### config.mk
export PLATFORM = sky130hd
export DESIGN_NAME = irq_dist
export DESIGN_NICKNAME = d
export VERILOG_FILES = /design/src/rtl/irq_dist_pkg.sv /design/src/rtl/irq_dist_line.sv /design/src/rtl/irq_dist_arb.sv /design/src/rtl/irq_dist.sv
export SDC_FILE = /design/constraint.sdc
export NUM_CORES = 2
export LEC_CHECK = 0
export ABC_AREA = 1
export BUFFER_PORTS_ARGS = -buffer_cell sky130_fd_sc_hd__buf_4
export CAP_MARGIN = 20
export CELL_PAD_IN_SITES_DETAIL_PLACEMENT = 1
export CELL_PAD_IN_SITES_GLOBAL_PLACEMENT = 1
export CORE_UTILIZATION = 30
export DETAILED_ROUTE_END_ITERATION = 8
export PLACE_DENSITY = 0.61
export SETUP_SLACK_MARGIN = 0.05
export SYNTH_ARGS = -nofsm -noshare
export SYNTH_HDL_FRONTEND = slang
export SYNTH_SLANG_ARGS = --single-unit
### constraint.sdc
create_clock -name clk -period 81 [get_ports clk]
set_input_delay 4.05 -clock clk [delete_from_list [all_inputs] [get_ports clk]]
set_output_delay 4.05 -clock clk [all_outputs]
set_load 0.01 [all_outputs]
### src/rtl/irq_dist_pkg.sv
package irq_dist_pkg;

    localparam int LINES_DEF = 64;
    localparam int CPUS_DEF  = 8;
    localparam int PRIO_DEF  = 4;
    localparam int SGI_N     = 16;
    localparam int PPI_N     = 16;

    typedef enum logic [1:0] {
        KIND_SGI,
        KIND_PPI,
        KIND_SPI
    } kind_e;

    typedef enum logic [3:0] {
        RG_NONE,
        RG_CTRL,
        RG_TYPE,
        RG_SETEN,
        RG_CLREN,
        RG_SETPEND,
        RG_CLRPEND,
        RG_PRIO,
        RG_TGT,
        RG_CFG,
        RG_SGI
    } region_e;

    function automatic kind_e kind_of(int id);
        if (id < SGI_N)
            return KIND_SGI;
        if (id < SGI_N + PPI_N)
            return KIND_PPI;
        return KIND_SPI;
    endfunction

    function automatic region_e decode(logic [11:0] a);
        if (a[1:0] != 2'b00)        return RG_NONE;
        if (a[11:2] == 10'h000)     return RG_CTRL;
        if (a[11:2] == 10'h001)     return RG_TYPE;
        if (a[11:7] == 5'b00010)    return RG_SETEN;
        if (a[11:7] == 5'b00011)    return RG_CLREN;
        if (a[11:7] == 5'b00100)    return RG_SETPEND;
        if (a[11:7] == 5'b00101)    return RG_CLRPEND;
        if (a[11:10] == 2'b01)      return RG_PRIO;
        if (a[11:10] == 2'b10)      return RG_TGT;
        if (a[11:8] == 4'hC)        return RG_CFG;
        if (a[11:2] == 10'h3C0)     return RG_SGI;
        return RG_NONE;
    endfunction

    function automatic logic [31:0] type_word(int lines, int cpus);
        return (32'(cpus - 1) << 5) | 32'(lines / 32 - 1);
    endfunction

endpackage

### src/rtl/irq_dist_line.sv
module irq_dist_line
    import irq_dist_pkg::*;
#(
    parameter kind_e KIND = KIND_SPI
) (
    input  logic clk,
    input  logic rst,
    input  logic hw_in,
    input  logic edge_sel,
    input  logic sw_set,
    input  logic sw_clr,
    output logic pending
);
    logic prev_q;
    logic latch_q;
    logic is_edge;
    logic rise;

    generate
        if (KIND == KIND_SGI) begin : g_sgi
            assign is_edge = 1'b1 | edge_sel;
        end else if (KIND == KIND_PPI) begin : g_ppi
            assign is_edge = 1'b0 & edge_sel;
        end else begin : g_spi
            assign is_edge = edge_sel;
        end
    endgenerate

    assign rise = is_edge & hw_in & ~prev_q;

    always_ff @(posedge clk) begin
        if (rst) begin
            prev_q  <= 1'b0;
            latch_q <= 1'b0;
        end else begin
            prev_q <= hw_in;
            if (rise || sw_set)
                latch_q <= 1'b1;
            else if (sw_clr)
                latch_q <= 1'b0;
        end
    end

    assign pending = latch_q | (~is_edge & hw_in);

endmodule

### src/rtl/irq_dist_arb.sv
module irq_dist_arb #(
    parameter int N   = 64,
    parameter int P_W = 4,
    parameter int IW  = 6
) (
    input  logic [N-1:0]   req,
    input  logic [P_W-1:0] prio [N],
    output logic           win_valid,
    output logic [IW-1:0]  win_id,
    output logic [P_W-1:0] win_prio
);
    always_comb begin
        win_valid = 1'b0;
        win_id    = '0;
        win_prio  = '1;
        for (int i = 0; i < N; i++) begin
            if (req[i] && (!win_valid || prio[i] < win_prio)) begin
                win_valid = 1'b1;
                win_id    = IW'(i);
                win_prio  = prio[i];
            end
        end
    end
endmodule

### src/rtl/irq_dist.sv
module irq_dist
    import irq_dist_pkg::*;
#(
    parameter int N_LINES = LINES_DEF,
    parameter int N_CPUS  = CPUS_DEF,
    parameter int P_W     = PRIO_DEF,
    localparam int IW     = $clog2(N_LINES),
    localparam int NW     = N_LINES / 32,
    localparam int HW_N   = N_LINES - SGI_N,
    localparam int SW     = $clog2(SGI_N)
) (
    input  logic              clk,
    input  logic              rst,
    input  logic              bus_wr,
    input  logic [11:0]       bus_addr,
    input  logic [3:0]        bus_be,
    input  logic [31:0]       bus_wdata,
    output logic [31:0]       bus_rdata,
    input  logic [HW_N-1:0]   hw_irq,
    output logic              cand_valid,
    output logic [IW-1:0]     cand_id,
    output logic [P_W-1:0]    cand_prio,
    output logic [N_CPUS-1:0] cand_tgt
);
    region_e               rg;
    logic                  ctrl_en;
    logic [N_LINES-1:0]    en_q;
    logic [N_LINES-1:0]    edge_cfg_q;
    logic [N_LINES-1:0]    pend;
    logic [N_LINES-1:0]    set_pend;
    logic [N_LINES-1:0]    clr_pend;
    logic [N_LINES-1:0]    hw_vec;
    logic [P_W-1:0]        prio_q  [N_LINES];
    logic [N_CPUS-1:0]     tgt_q   [N_LINES];
    logic [N_CPUS-1:0]     sgi_tgt [SGI_N];
    logic [31:0]           bmask;
    logic [31:0]           wbits;
    logic [4:0]            widx;
    logic [N_CPUS-1:0]     sgi_list;
    logic [SGI_N-1:0]      sgi_hit;
    logic                  win_valid;
    logic [IW-1:0]         win_id;
    logic [P_W-1:0]        win_prio;

    assign rg       = decode(bus_addr);
    assign widx     = bus_addr[6:2];
    assign hw_vec   = {hw_irq, {SGI_N{1'b0}}};
    assign sgi_list = bus_wdata[16 +: N_CPUS];

    always_comb begin
        for (int b = 0; b < 4; b++)
            bmask[b*8 +: 8] = {8{bus_be[b]}};
        wbits = bus_wdata & bmask;
    end

    // Software set/clear pulses, including software-interrupt requests
    always_comb begin
        set_pend = '0;
        clr_pend = '0;
        for (int w = 0; w < NW; w++) begin
            if (bus_wr && rg == RG_SETPEND && widx == 5'(w))
                set_pend[w*32 +: 32] = wbits;
            if (bus_wr && rg == RG_CLRPEND && widx == 5'(w))
                clr_pend[w*32 +: 32] = wbits;
        end
        for (int s = 0; s < SGI_N; s++) begin
            sgi_hit[s]  = bus_wr && rg == RG_SGI && (|sgi_list)
                          && bus_wdata[SW-1:0] == SW'(s);
            set_pend[s] = set_pend[s] | sgi_hit[s];
        end
    end

    for (genvar g = 0; g < N_LINES; g++) begin : g_line
        irq_dist_line #(.KIND(kind_of(g))) u_line (
            .clk      (clk),
            .rst      (rst),
            .hw_in    (hw_vec[g]),
            .edge_sel (edge_cfg_q[g]),
            .sw_set   (set_pend[g]),
            .sw_clr   (clr_pend[g]),
            .pending  (pend[g])
        );
    end

    always_ff @(posedge clk) begin
        if (rst) begin
            ctrl_en    <= 1'b0;
            en_q       <= '0;
            edge_cfg_q <= '0;
            for (int i = 0; i < N_LINES; i++) begin
                prio_q[i] <= '0;
                tgt_q[i]  <= '0;
            end
        end else if (bus_wr) begin
            case (rg)
                RG_CTRL: if (bus_be[0]) ctrl_en <= bus_wdata[0];
                RG_SETEN:
                    for (int w = 0; w < NW; w++)
                        if (widx == 5'(w))
                            en_q[w*32 +: 32] <= en_q[w*32 +: 32] | wbits;
                RG_CLREN:
                    for (int w = 0; w < NW; w++)
                        if (widx == 5'(w))
                            en_q[w*32 +: 32] <= en_q[w*32 +: 32] & ~wbits;
                RG_PRIO:
                    for (int i = 0; i < N_LINES; i++)
                        if (bus_addr[9:2] == 8'(i / 4) && bus_be[i % 4])
                            prio_q[i] <= bus_wdata[(i % 4)*8 + 8 - P_W +: P_W];
                RG_TGT:
                    for (int i = SGI_N; i < N_LINES; i++)
                        if (bus_addr[9:2] == 8'(i / 4) && bus_be[i % 4])
                            tgt_q[i] <= bus_wdata[(i % 4)*8 +: N_CPUS];
                RG_CFG:
                    for (int i = SGI_N + PPI_N; i < N_LINES; i++)
                        if (bus_addr[7:2] == 6'(i / 16) && bus_be[(i % 16) / 4])
                            edge_cfg_q[i] <= bus_wdata[(i % 16)*2 + 1];
                default: ;
            endcase
        end
    end

    // Gathered software-interrupt target lists
    always_ff @(posedge clk) begin
        for (int s = 0; s < SGI_N; s++) begin
            if (rst)
                sgi_tgt[s] <= '0;
            else if (sgi_hit[s])
                sgi_tgt[s] <= sgi_tgt[s] | sgi_list;
            else if (clr_pend[s])
                sgi_tgt[s] <= '0;
        end
    end

    always_comb begin
        bus_rdata = '0;
        case (rg)
            RG_CTRL: bus_rdata[0] = ctrl_en;
            RG_TYPE: bus_rdata = type_word(N_LINES, N_CPUS);
            RG_SETEN, RG_CLREN:
                for (int w = 0; w < NW; w++)
                    if (widx == 5'(w)) bus_rdata = en_q[w*32 +: 32];
            RG_SETPEND, RG_CLRPEND:
                for (int w = 0; w < NW; w++)
                    if (widx == 5'(w)) bus_rdata = pend[w*32 +: 32];
            RG_PRIO:
                for (int i = 0; i < N_LINES; i++)
                    if (bus_addr[9:2] == 8'(i / 4))
                        bus_rdata[(i % 4)*8 + 8 - P_W +: P_W] = prio_q[i];
            RG_TGT: begin
                for (int i = 0; i < SGI_N; i++)
                    if (bus_addr[9:2] == 8'(i / 4))
                        bus_rdata[(i % 4)*8 +: N_CPUS] = sgi_tgt[i];
                for (int i = SGI_N; i < N_LINES; i++)
                    if (bus_addr[9:2] == 8'(i / 4))
                        bus_rdata[(i % 4)*8 +: N_CPUS] = tgt_q[i];
            end
            RG_CFG:
                for (int i = 0; i < N_LINES; i++)
                    if (bus_addr[7:2] == 6'(i / 16))
                        bus_rdata[(i % 16)*2 + 1] =
                            (kind_of(i) == KIND_SGI) ? 1'b1 :
                            (kind_of(i) == KIND_PPI) ? 1'b0 : edge_cfg_q[i];
            default: ;
        endcase
    end

    irq_dist_arb #(.N(N_LINES), .P_W(P_W), .IW(IW)) u_arb (
        .req       (pend & en_q),
        .prio      (prio_q),
        .win_valid (win_valid),
        .win_id    (win_id),
        .win_prio  (win_prio)
    );

    assign cand_valid = win_valid & ctrl_en;
    assign cand_id    = cand_valid ? win_id : '0;
    assign cand_prio  = cand_valid ? win_prio : '0;
    always_comb begin
        if (!cand_valid)
            cand_tgt = '0;
        else if (int'(win_id) < SGI_N)
            cand_tgt = sgi_tgt[win_id[SW-1:0]];
        else
            cand_tgt = tgt_q[win_id];
    end

endmodule

After elaboration in Yosys (flattened, before gate mapping) --
Memories as Yosys holds them, arrays and structs flattened. Cells that the tools add are included.
Cells by class: magnitude comparators 64, equal/unequal tests 57, multiplexer cells 1089, bitwise gates (word level) 328, reductions and logical operators 468
Operator list (count):
- 8-bit 2-to-1 mux | 146
- 4-bit 2-to-1 mux | 180
- 1-bit 2-to-1 mux | 656
- 32-bit 2-to-1 mux | 12
- 4-bit < comparator | 63
- 3-bit AND reduction | 73
- 6-bit 2-to-1 mux | 33
- 1-bit logical AND | 159
- 1-bit OR | 144
- 2-bit nonzero test | 66
- 8-bit OR | 16
- 64-bit one-hot mux with 2 select lines | 1
- 1-bit bitwise AND | 97
- 32-bit bitwise AND | 3
- 1-bit logical OR | 95
- 5-bit 2-to-1 mux | 16
- 64-bit bitwise AND | 1
- 8-bit by 4-bit == test with 1-bit output (second input constant) | 8
- 1-bit NOT | 64
- 32-bit OR | 2
- 1-bit logical NOT | 63
- 1-bit one-hot mux with 4 select lines | 15
- 4-bit == test (second input constant) | 12
- 1-bit one-hot mux with 5 select lines | 8
- other kinds (31) | 73
Word-level totals: register bits after elaboration 449, memory bits (writable) 640, input port bits 99, output and inout bits 51, word-level logic and storage cells 2179, memories 2
Memories:
- tgt_q | depth 64, width 8, rd ports 49, clocked after memory_dff 0, wr ports 64, line irq_dist.sv:34 | logic [N_CPUS-1:0] tgt_q [N_LINES];
- sgi_tgt | depth 16, width 8, rd ports 17, clocked after memory_dff 0, wr ports 16, line irq_dist.sv:35 | logic [N_CPUS-1:0] sgi_tgt [SGI_N];

Logic depth before layout (Yosys ltp) --
depth after elaboration 260, depth in mapped cells 580, mapped depth without buffers 577

Cells and area by module --
A second synthesis with hierarchy kept.
Unflattened totals: cells, all modules 8881, area total of the unflattened synthesis 61397.6 sq um
By module, submodules not included:
- irq_dist | times used 1, cells an instance 5659, area an instance 44545.2 sq um, sequential area each 22441.5 sq um
- irq_dist_arb | times used 1, cells an instance 2438, area an instance 11807.6 sq um, sequential area each 0.0 sq um
- irq_dist_line at g_line[32].u_line ... | times used 32, cells an instance 15, area an instance 95.1 sq um, sequential area each 40.0 sq um
- irq_dist_line at g_line[0].u_line ... | times used 16, cells an instance 13, area an instance 82.6 sq um, sequential area each 40.0 sq um
- irq_dist_line at g_line[16].u_line ... | times used 16, cells an instance 6, area an instance 42.5 sq um, sequential area each 20.0 sq um

Worst setup path before layout --
No wires, ideal clock.
kind register to output, start register g_line[0].u_line.latch_q, end output cand_tgt[7], arrival time 56843 ps, data required time 76950 ps, setup slack 20107 ps, cell stages (with the launch flop) 525, path buffers 4, cell sequence dfxtp_1 -> nand2_2 -> nor2_1 -> ha_1 -> a31oi_1 -> nand2_1 -> nand2_2 -> nand2_2 -> nand2_1 -> o21ai_0 -> ha_1 -> inv_1 -> o21bai_1 -> clkinv_1 -> nand2_1 -> nand2_2 -> nand2_4 -> nand2_1 -> (+489 left out) -> ha_1 -> nand2_1 -> inv_1 -> nand2_1 -> nand2_1 -> nand2_2 -> nand2_4 -> nand2_8 -> buf_12 -> buf_8 -> nand2_1 -> nand3_1 -> nand3_1 -> nand3_1 -> nand2_1 -> nand2_1 -> nand2_1 -> nor2_1
Between the ends: longest elaborated chain between the ends 257, elaborated cells between the ends (all ways) 449, classes of those cells 64 x order compare; 192 x mux; 2 x bitwise; 189 x reduce/logical; 2 x memory
RTL lines:
- start: declaration | line irq_dist_line.sv:15 | logic latch_q;
- start signal: assignment | line irq_dist_line.sv:34 | latch_q <= 1'b0;
- start signal: assignment | line irq_dist_line.sv:38 | latch_q <= 1'b1;
- start signal: assignment | line irq_dist_line.sv:40 | latch_q <= 1'b0;
- 64-bit bitwise AND * | line irq_dist.sv:168 | .req (pend & en_q),
- 4-bit 2-to-1 mux / 1-bit 2-to-1 mux (equally long branches) | line irq_dist_arb.sv:17 | if (req[i] && (!win_valid || prio[i] < win_prio)) begin
- 4-bit < comparator / 1-bit logical NOT (equally long branches) | line irq_dist_arb.sv:17
- 1-bit logical OR | line irq_dist_arb.sv:17
- 1-bit logical AND | line irq_dist_arb.sv:17
- 4-bit 2-to-1 mux / 1-bit 2-to-1 mux (equally long branches) | line irq_dist_arb.sv:17
- 4-bit < comparator / 1-bit logical NOT (equally long branches) | line irq_dist_arb.sv:17
- 1-bit logical OR | line irq_dist_arb.sv:17
- (+241 left out)
- 4-bit 2-to-1 mux / 1-bit 2-to-1 mux (equally long branches) | line irq_dist_arb.sv:17
- 4-bit < comparator / 1-bit logical NOT (equally long branches) | line irq_dist_arb.sv:17
- 1-bit logical OR | line irq_dist_arb.sv:17
- 1-bit logical AND | line irq_dist_arb.sv:17
- 6-bit 2-to-1 mux | line irq_dist_arb.sv:17
- memory read 64 x 8 bit (tied with other cells)
- 8-bit 2-to-1 mux | line irq_dist.sv:181 | else if (int'(win_id) < SGI_N)
- 8-bit 2-to-1 mux * | line irq_dist.sv:179 | if (!cand_valid)
- end: declaration | line irq_dist.sv:23 | output logic [N_CPUS-1:0] cand_tgt
Mark *: on every way between the ends. The rest lies on a longest branch, timed or not.

Worst setup path after layout --
start register g_line[0].u_line.latch_q, end output cand_tgt[5]
The elaborated chain is that of the path after synthesis.

==> summary.txt <==
outcome: finished with violations
violated checks: max-capacitance violations, max-slew violations
die width: 443 um
Worst-Skew Late Latency: 0.79 ns
synthesis warning total: 0
Setup TNS: 0 ns
DRT Pass-1 Iters: 6
Final Setup Violations: 0
Clock Skew: 0.0267 ns
Post-synth EDFFs: 512
Hold Vio Cnt, Final: 0
DR vias: 62000
# rows: 161
Synth area leaders: edfxtp_1 26%, dfxtp_1 15%, nand2_1 10%, nand3_1 9.9%, o21ai_0 5.5%
max incr delay on CP: 0.87 ns
share of cells above drive strength 1: 0.113
Routed wire per std cell: 31.0 um
Cells after Synth: 7958
CTS root buffer: clkbuf_16
Layout fillers: 23700
pre-CTS worst setup slack: 6.43 ns
clk slew on worst S/H paths: 0.06 ns
TritonCTS clock tree: yes
drt via density: 5.82
syn avg cell area: 7.34 um2
CTS H-Tree Depth: 3
First DRT Iteration DRCs: 6681
total CTS buffers: 116
Port-buffer cells: 149
die area: 0.197 mm2
Synth async-reset ratio: 0
worst slew pin tran: 1.92 ns
FF+latch count, synth: 961
Initial Util: 0.303
dominant synthesized flop cell: edfxtp_1
global-route wire length before repair: 457 mm
final worst slack: 7.03 ns
syn nets: 8126
final critical-path required period: 73.97 ns
drc violations: 0
Longest Clk Path Bufs: 3
Yosys cell types: 57
Lkg Pwr: 0.0269 uW
global route overflow: 0
startpoint types: register
Final GP Congestion: 0.979
clock sink total: 961
GRT Overall Usage: 0.322
Antenna Nets Post-Route: 0
pwr dens: 17.9 mW/mm2
core area: 0.193 mm2
Slowest cell on crit path: buf_4
P&R area growth vs syn: 13.6%
CP endpoint kind: output port
multi-input logic area: 0.0289 mm2
# IOs: 150
Crit Path Class: reg2out
initial antenna violation count: 14
top cell type's share of synthesized area: 0.263
Max Cap Viol: 1
Total Routed Length: 330 mm
Slew headroom: -0.286
Hold WC Path Type: reg2reg
fin. max-slew vios: 7
vias in the first global route: 60500
worst-path maximum fanout: 78
Final Cycle Share: 0.913
f_max: 0.0135 GHz
register area share after synthesis: 0.417
register area: 0.0244 mm2
Worst VDD drop: 0.0221 mV
hpwl dp: 244 mm
largest net degree at the start of global routing: 143
Die Span Y: 443 um
Yosys top cell by area: edfxtp_1
Crit path required time: 76.95 ns
Post-Syn Area: 0.0584 mm2
post-layout net count: 8199
unrepaired setup endpoints after global routing: false
CP Data Arrival Time: 69.92 ns
==> worst max-delay path, delay by kind of cell, from the launching register on <==
| kind | cells | cell delay, ns |
|---|---|---|
| AND/OR/NAND/NOR | 213 | 19.53 |
| flip-flops | 1 | 0.55 |
| AO/OA/AOI/OAI | 120 | 21.29 |
| adder cells (fa/ha/maj) | 62 | 19.08 |
| buffers and inverters | 120 | 8.47 |
==> cell usage in the layout (no fill, tap or decap), drive strengths merged, types with 69 or more instances in the layout <==
master / instances
nand3: 1159
clkbuf: 148
a31oi: 80
edfxtp: 512
o21ai: 646
inv: 828
ha: 69
buf: 331
nand2: 1928
nor2: 678
a21oi: 602
dfxtp: 449
clkinv: 90
a221oi: 96
o22ai: 74
==> state kept, by name (all words and copies together), names as in the netlist, named ones only <==
register               flops
tgt_q                    384
prio_q                   256
sgi_tgt                  128
g_line.u_line.latch_q     48
edge_cfg_q                32
g_line.u_line.prev_q      32
g_line.u_line.pending     16
ctrl_en                    1
==> through the flow <==
stage	cell area [um2]	total power [uW]	std cells	util	hold slack, ns
detailed placement	62100	630	10400	0.322	0.470
global placement	62100	629	10400	0.322	0.459
global route	66400	1210	10700	0.344	0.505
finish	66400	1190	10700	0.344	0.480
CTS	66200	1190	10600	0.343	0.478
floorplan	58400	582	7958	-	0.450
==> power by group <==
part | internal, uW | switching [uW]
clock | 326 | 240
sequential | 530 | 10.9
combinational | 17.3 | 64.3
==> cell usage after synthesis (all sizes together), types with 5 or more instances <==
library cell  instances
a211oi               15
a21oi               602
a221oi               96
a22oi                 5
a31oi                80
buf                 117
clkbuf              264
clkinv               49
dfxtp               449
edfxtp              512
ha                   69
inv                 821
nand2              1922
nand3              1159
nand3b               26
nand4                52
nor2                678
nor3                 67
o2111ai              24
o211ai               60
o21ai               646
o21bai               59
o221ai               20
o22ai                74
o31ai                32
o32ai                35
==> metal layers <==
| metal | part of all wire | global-route usage | wire length, um |
|---|---|---|---|
| met5 | 0.000076 | 0 | 25 |
| met1 | 0.41 | 0.414 | 135000 |
| met3 | 0.065 | 0.0359 | 21600 |
| met2 | 0.44 | 0.508 | 147000 |
| met4 | 0.080 | 0.219 | 26400 |
==> area by class of cell <==
type / instances / area share
multi-input combinational: 5749 / 0.436
sequential: 961 / 0.367
inverter: 870 / 0.0496
clock buffer: 146 / 0.0479
tap: 2526 / 0.0476
timing repair buffer: 333 / 0.0391
clock inverter: 72 / 0.0126
antenna: 5 / 0.000188
==> path summary, 6_finish.rpt <==
check                                           endpoint  slack, ns  depth (start not counted)                                    from
setup / recovery                             cand_tgt[5]       7.03                        515   g_line[0].u_line.pending$_SDFFE_PP0P_
hold / removal    g_line[54].u_line.latch_q$_SDFFE_PP0P_       0.48                          2  g_line[54].u_line.latch_q$_SDFFE_PP0P_
setup reg to reg                                register      79.41                          4                                register
hold reg to reg   g_line[54].u_line.latch_q$_SDFFE_PP0P_       0.48                          2  g_line[54].u_line.latch_q$_SDFFE_PP0P_
==> cell families after synthesis <==
family,Yosys count,synth area share
flip-flops,961,0.417
adder cells (fa/ha/maj),69,0.0148
buffers and inverters,1254,0.0920
AO/OA/AOI/OAI,1764,0.174
AND/OR/NAND/NOR,3910,0.302
==> timing repair <==
action | CTS | global route
endpoints found under the setup margin | 0 | 11
hold buffers | 0 | 0
resized for setup | 0 | 40
setup buffers | 0 | 3
No activity file was read; power rests on OpenSTA's default activity.
